[config.mk]
export PLATFORM = sky130hd
export DESIGN_NAME = blk_xfer_seq
export DESIGN_NICKNAME = d
export VERILOG_FILES = /design/src/rtl/blk_xfer_pkg.sv /design/src/rtl/blk_xfer_ctrl.sv /design/src/rtl/blk_xfer_dpath.sv /design/src/rtl/blk_xfer_seq.sv
export SDC_FILE = /design/constraint.sdc
export NUM_CORES = 1
export LEC_CHECK = 0
export ABC_AREA = 1
export CAP_MARGIN = 10
export CELL_PAD_IN_SITES_DETAIL_PLACEMENT = 1
export CELL_PAD_IN_SITES_GLOBAL_PLACEMENT = 2
export CORE_MARGIN = 10
export CORE_UTILIZATION = 27
export DETAILED_ROUTE_END_ITERATION = 16
export PLACE_DENSITY = 0.95
export SYNTH_ARGS = -nofsm -noshare
export SYNTH_HDL_FRONTEND = slang
export SYNTH_SLANG_ARGS = --single-unit
[constraint.sdc]
create_clock -name clk -period 5.3 [get_ports clk]
set_input_delay 1.59 -clock clk [delete_from_list [all_inputs] [get_ports clk]]
set_output_delay 1.59 -clock clk [all_outputs]
set_load 0.05 [all_outputs]
[src/rtl/blk_xfer_pkg.sv]
package blk_xfer_pkg;
  typedef enum logic [1:0] {ST_IDLE, ST_XFER, ST_DONE} seqState_e;

  typedef struct packed {
    logic capture;
    logic step;
  } dpCtrl_t;
endpackage

[src/rtl/blk_xfer_ctrl.sv]
module blk_xfer_ctrl
  import blk_xfer_pkg::*;
#(
  parameter int NREGS = 16,
  localparam int IDX_W = $clog2(NREGS)
) (
  input  logic             clk,
  input  logic             rstN,
  input  logic             start,
  input  logic             isLoad,
  input  logic             wrBack,
  input  logic [NREGS-1:0] regList,
  output dpCtrl_t          dpCtrl,
  output logic             memRd,
  output logic             memWr,
  output logic [IDX_W-1:0] rfIdx,
  output logic             rfRdStb,
  output logic             rfWrStb,
  output logic             baseWrStb,
  output logic             branch,
  output logic             busy,
  output logic             done
);
  seqState_e        state;
  logic [NREGS-1:0] remList;
  logic             opLoad, opWb, pcHit;
  logic             inXfer, lastBeat, accept;
  logic [IDX_W-1:0] curIdx;

  assign accept   = start && (state == ST_IDLE);
  assign inXfer   = (state == ST_XFER);
  assign lastBeat = ((remList & (remList - 1'b1)) == '0);

  always_comb begin
    curIdx = '0;
    for (int i = NREGS - 1; i >= 0; i--) begin
      if (remList[i]) curIdx = IDX_W'(i);
    end
  end

  always_ff @(posedge clk or negedge rstN) begin
    if (!rstN) begin
      state   <= ST_IDLE;
      remList <= '0;
      opLoad  <= 1'b0;
      opWb    <= 1'b0;
      pcHit   <= 1'b0;
    end else begin
      case (state)
        ST_IDLE: if (start) begin
          remList <= regList;
          opLoad  <= isLoad;
          opWb    <= wrBack;
          pcHit   <= isLoad && regList[NREGS-1];
          state   <= (regList == '0) ? ST_DONE : ST_XFER;
        end
        ST_XFER: begin
          remList <= remList & (remList - 1'b1);
          if (lastBeat) state <= ST_DONE;
        end
        default: state <= ST_IDLE;
      endcase
    end
  end

  assign dpCtrl.capture = accept;
  assign dpCtrl.step    = inXfer;
  assign memRd     = inXfer && opLoad;
  assign memWr     = inXfer && !opLoad;
  assign rfRdStb   = memWr;
  assign rfWrStb   = memRd;
  assign rfIdx     = curIdx;
  assign done      = (state == ST_DONE);
  assign baseWrStb = done && opWb;
  assign branch    = done && pcHit;
  assign busy      = (state != ST_IDLE);

  p_rd_wr_excl_r2: assert property (@(posedge clk) disable iff (!rstN)
    !(memRd && memWr));
  p_done_pulse_r9: assert property (@(posedge clk) disable iff (!rstN)
    done |=> !done);
  p_branch_in_done_r6: assert property (@(posedge clk) disable iff (!rstN)
    branch |-> (done && memRd == 1'b0));
  p_start_ignored_r8: assert property (@(posedge clk) disable iff (!rstN)
    (inXfer && start) |=> (remList == ($past(remList) & ($past(remList) - 1'b1))));
  p_empty_list_r7: assert property (@(posedge clk) disable iff (!rstN)
    (start && !busy && regList == '0) |=> (done && !memRd && !memWr));
endmodule

[src/rtl/blk_xfer_dpath.sv]
module blk_xfer_dpath
  import blk_xfer_pkg::*;
#(
  parameter int ADDR_W     = 32,
  parameter int NREGS      = 16,
  parameter int WORD_BYTES = 4,
  localparam int CNT_W     = $clog2(NREGS + 1),
  localparam int SHIFT     = $clog2(WORD_BYTES)
) (
  input  logic              clk,
  input  logic              rstN,
  input  dpCtrl_t           dpCtrl,
  input  logic              isLoad,
  input  logic [ADDR_W-1:0] baseIn,
  input  logic [NREGS-1:0]  regList,
  output logic [ADDR_W-1:0] memAddr,
  output logic [ADDR_W-1:0] baseOut
);
  logic [CNT_W-1:0]  popCnt;
  logic [ADDR_W-1:0] span, curAddr, finalBase;

  assign popCnt = CNT_W'($countones(regList));
  assign span   = ADDR_W'(popCnt) << SHIFT;

  always_ff @(posedge clk or negedge rstN) begin
    if (!rstN) begin
      curAddr   <= '0;
      finalBase <= '0;
    end else if (dpCtrl.capture) begin
      curAddr   <= isLoad ? baseIn : baseIn - span;
      finalBase <= isLoad ? baseIn + span : baseIn - span;
    end else if (dpCtrl.step) begin
      curAddr   <= curAddr + ADDR_W'(WORD_BYTES);
    end
  end

  assign memAddr = curAddr;
  assign baseOut = finalBase;

  p_addr_step_r4: assert property (@(posedge clk) disable iff (!rstN)
    (dpCtrl.step && !dpCtrl.capture) |=> (memAddr == $past(memAddr) + ADDR_W'(WORD_BYTES)));
endmodule

[src/rtl/blk_xfer_seq.sv]
module blk_xfer_seq
  import blk_xfer_pkg::*;
#(
  parameter int ADDR_W = 32,
  parameter int DATA_W = 32,
  parameter int NREGS  = 16,
  localparam int IDX_W = $clog2(NREGS)
) (
  input  logic              clk,
  input  logic              rstN,
  input  logic              start,
  input  logic              isLoad,
  input  logic              wrBack,
  input  logic [ADDR_W-1:0] baseIn,
  input  logic [NREGS-1:0]  regList,
  output logic [ADDR_W-1:0] memAddr,
  output logic              memRd,
  output logic              memWr,
  output logic [DATA_W-1:0] memWdata,
  input  logic [DATA_W-1:0] memRdata,
  output logic [IDX_W-1:0]  rfIdx,
  output logic              rfRdStb,
  output logic              rfWrStb,
  output logic [DATA_W-1:0] rfWdata,
  input  logic [DATA_W-1:0] rfRdata,
  output logic [ADDR_W-1:0] baseOut,
  output logic              baseWrStb,
  output logic              branch,
  output logic              busy,
  output logic              done
);
  dpCtrl_t dpCtrl;

  blk_xfer_ctrl #(.NREGS(NREGS)) u_ctrl (
    .clk(clk), .rstN(rstN), .start(start), .isLoad(isLoad), .wrBack(wrBack),
    .regList(regList), .dpCtrl(dpCtrl), .memRd(memRd), .memWr(memWr),
    .rfIdx(rfIdx), .rfRdStb(rfRdStb), .rfWrStb(rfWrStb),
    .baseWrStb(baseWrStb), .branch(branch), .busy(busy), .done(done)
  );

  blk_xfer_dpath #(.ADDR_W(ADDR_W), .NREGS(NREGS)) u_dpath (
    .clk(clk), .rstN(rstN), .dpCtrl(dpCtrl), .isLoad(isLoad),
    .baseIn(baseIn), .regList(regList), .memAddr(memAddr), .baseOut(baseOut)
  );

  assign memWdata = rfRdata;
  assign rfWdata  = memRdata;
endmodule

==> metrics <==
status=complete, but fails checks; failing checks=negative setup slack; Mapped Area=8060 sq um; dpl cells=1697; Post-Syn Instances=1213; Hold-fix buffers, CTS=0; R2R depth=9; Placer Congestion=0.927; clock sink total=85; initial drt markers=549; design area=11200 sq um; leakage power total=4.91 nW; crit path max fanout=6; Vias/cell=5.06; Starting Density=27.3%; DRC=0; FF+latch count, synth=85; ANT nets after route=0; post-layout min period=6.09 ns; yosys warns=0; Clock Skews=0.0133 ns; P&R area growth vs syn=39.2%; largest net degree at the start of global routing=67; P per Cell Area=670 nW/um^2; CTS tree=yes; max_slew headroom=34.1%; DIE WIDTH=193 microns; layout cell share with drive strength beyond 1=24.6%; Async SR Flop Fraction=100%; Area after DPL=9900 sq um; hold slack=0.480 ns; Core Footprint=29600 sq um; first-pass GRT wire length=54.0 mm; number of I/O pins=257; Setup WS post-layout=-0.791 ns; wire per inst=20.9 microns; Tightest Pin Transition=0.988 ns; Overall Global Routing Usage=18.8%; Avg Inst Size Synth=6.64 sq um; largest area contributor in the netlist=dfrtp_1; final hold violation count=0; critical path type=in2reg; CTS root buffer=clkbuf_16; global route overflow=0; Worst Setup SP=regList[1]; Diodes inserted=0; fmax=0.164 GHz; Hold Path Origin=u_ctrl.opWb$_DFFE_PN0P_; Data required, critical path=5.55 ns; CTS clock-pin slew for the worst setup and hold paths=0.07 ns; hold crit path type=reg2reg; R2R Path Start=u_ctrl.state[1]$_DFFE_PN0P_; post-synth top area share=26.4%; startpoint types=input port; sequential-to-total area share from yosys stat=26.4%; Synth Flop Type=dfrtp_1; initial antenna violation count=2; H-tree depth=3; Synth area leaders=dfrtp_1 (26%), nand2_1 (17%), inv_1 (7.3%); element type at the critical path end=register; peak supply drop=279 uV; Worst R2R Setup Slack=2.68 ns; Routed WL=36.2 mm; clk_lat worst skew=0.37 ns; period utilization=115%; Final Instance Count excl. Fillers=1730; vias in the first global route=9368; Setup WS pre-CTS=-1.71 ns; die height=193 microns; WHS Path Cells=2; Critical Path AT=6.34 ns; TNS Setup=-34.83 ns; Site Rows=63; RSZ-0062 raised after global routing=true; most frequent cell after synthesis=nand2_1; Max Slew Vio Count=0; Setup-failing EPs final=56; via count=8751; Pre-Repair DR Iteration Count=5; syn nets=1376; post-DP HPWL=26.6 mm; Post-synth EDFFs=0; full die area=37200 sq um; clk buf depth=2; CTS Buf Count=9; Total Nets Final=1498; max_cap viols=0; synth cell count leaders=nand2_1 (358), inv_1 (157), nor2_1 (100), dfrtp_1 (85), nand3_1 (77); post-synth cell types=51; Port Buffer Count=128
area by class of cell:
type                       instances  area [sq um]
multi-input combinational        862          5590
clock inverter                     6          71.3
sequential                        85          2130
clock buffer                      10           239
inverter                         166           672
timing repair buffer             211          2030
fill                            3613         18300
tap                              390           488
worst max-delay path: stages:
cell and delay [ns]:
buf_8 0.09, inv_6 0.03, ha_4 0.25, inv_2 0.03
fa_2 0.56, inv_2 0.04, fa_2 0.37, fa_1 0.51
inv_2 0.04, fa_1 0.52, inv_2 0.05, ha_4 0.17
fa_2 0.46, ha_4 0.34, inv_6 0.05, a21oi_4 0.14
nand2_4 0.12, nand2_8 0.10, nand3_4 0.13, nor2_4 0.15
nand2_2 0.08, a21oi_2 0.19, o21ai_2 0.12, nand3_1 0.10
nand2_1 0.06
metrics by stage:
| step | power [mW] | util, % |
|---|---|---|
| 5_1_grt | 8.01 | 37.9 |
| 2_1_floorplan | 4.38 | - |
| 4_1_cts | 7.11 | 36.6 |
| 6_report | 7.52 | 37.9 |
| 3_5_place_dp | 5.94 | 33.5 |
| 3_3_place_gp | 5.83 | 33.5 |
worst paths after layout:
| check | endpoint |
|---|---|
| setup / recovery | u_dpath.memAddr[31]$_DFFE_PN0P_ |
| hold / removal | u_ctrl.opWb$_DFFE_PN0P_ |
| setup reg to reg | u_dpath.memAddr[29]$_DFFE_PN0P_ |
| hold reg to reg | u_ctrl.opWb$_DFFE_PN0P_ |
| max in group asynchronous | u_dpath.baseOut[9]$_DFFE_PN0P_ |
| min in group asynchronous | u_dpath.baseOut[2]$_DFFE_PN0P_ |
cell families after synthesis:
group / count (synthesis) / share of synthesized area, %
and+or+nand+nor: 631 / 34.6
buffers and inverters: 266 / 16.0
AOI/OAI and AO/OA: 160 / 11.9
DFF: 85 / 26.4
adders and majority gates: 46 / 8.35
xor gates and xnor gates: 25 / 2.72
registers in the layout (all words and copies together) (netlist names):
name,count
u_dpath.memAddr,32
u_ctrl.opLoad,1
u_dpath.baseOut,32
u_ctrl.pcHit,1
u_ctrl.state,2
u_ctrl.opWb,1
u_ctrl.remList,16
repair_timing:
action                                  in CTS  in global routing
endpoints found under the setup margin      58                 56
gates resized for setup                    199                 82
buffers inserted                            10                  9
cloned                                       0                  0
pin swaps                                   66                 35
routing by layer:
layer  GRT usage (%)  part of all wire (%)
met5               0                 0.033
met3            3.23                   5.6
met2            31.9                    49
met1            23.5                    42
met4            6.50                   2.7
report_power, final:
group          leakage, nW  total, mW  internal [mW]  switching [mW]
Sequential            1.04       1.29          0.959           0.327
Clock                0.145      0.712          0.383           0.329
Combinational         3.72       5.52           2.04            3.48
Total                 4.91       7.52           3.38            4.14
cell usage in the layout (no fill, tap or decap), types with 5 or more instances in the layout:
cell,Yosys,final
a21oi_1,36,23
a21oi_2,1,10
a21oi_4,1,5
buf_4,69,58
buf_6,2,28
clkbuf_16,0,9
clkdlybuf4s50_1,0,115
dfrtp_1,85,85
fa_1,13,9
ha_1,33,17
ha_4,0,15
inv_1,157,127
inv_2,8,28
inv_4,0,5
nand2_1,358,320
nand2_2,7,30
nand2_4,1,11
nand2_8,0,5
nand3_1,77,50
nand3_2,2,24
nand3_4,0,5
nand4_1,19,19
nor2_1,100,85
nor2_2,9,8
nor2_4,8,24
nor3_1,21,21
nor3_2,7,7
nor4_1,8,8
o211ai_1,14,14
o21ai_0,59,34
o21ai_1,8,19
o21ai_2,0,10
o221ai_1,10,10
o22ai_1,9,9
xor2_1,20,18
No activity file was read; power rests on OpenSTA's default activity.
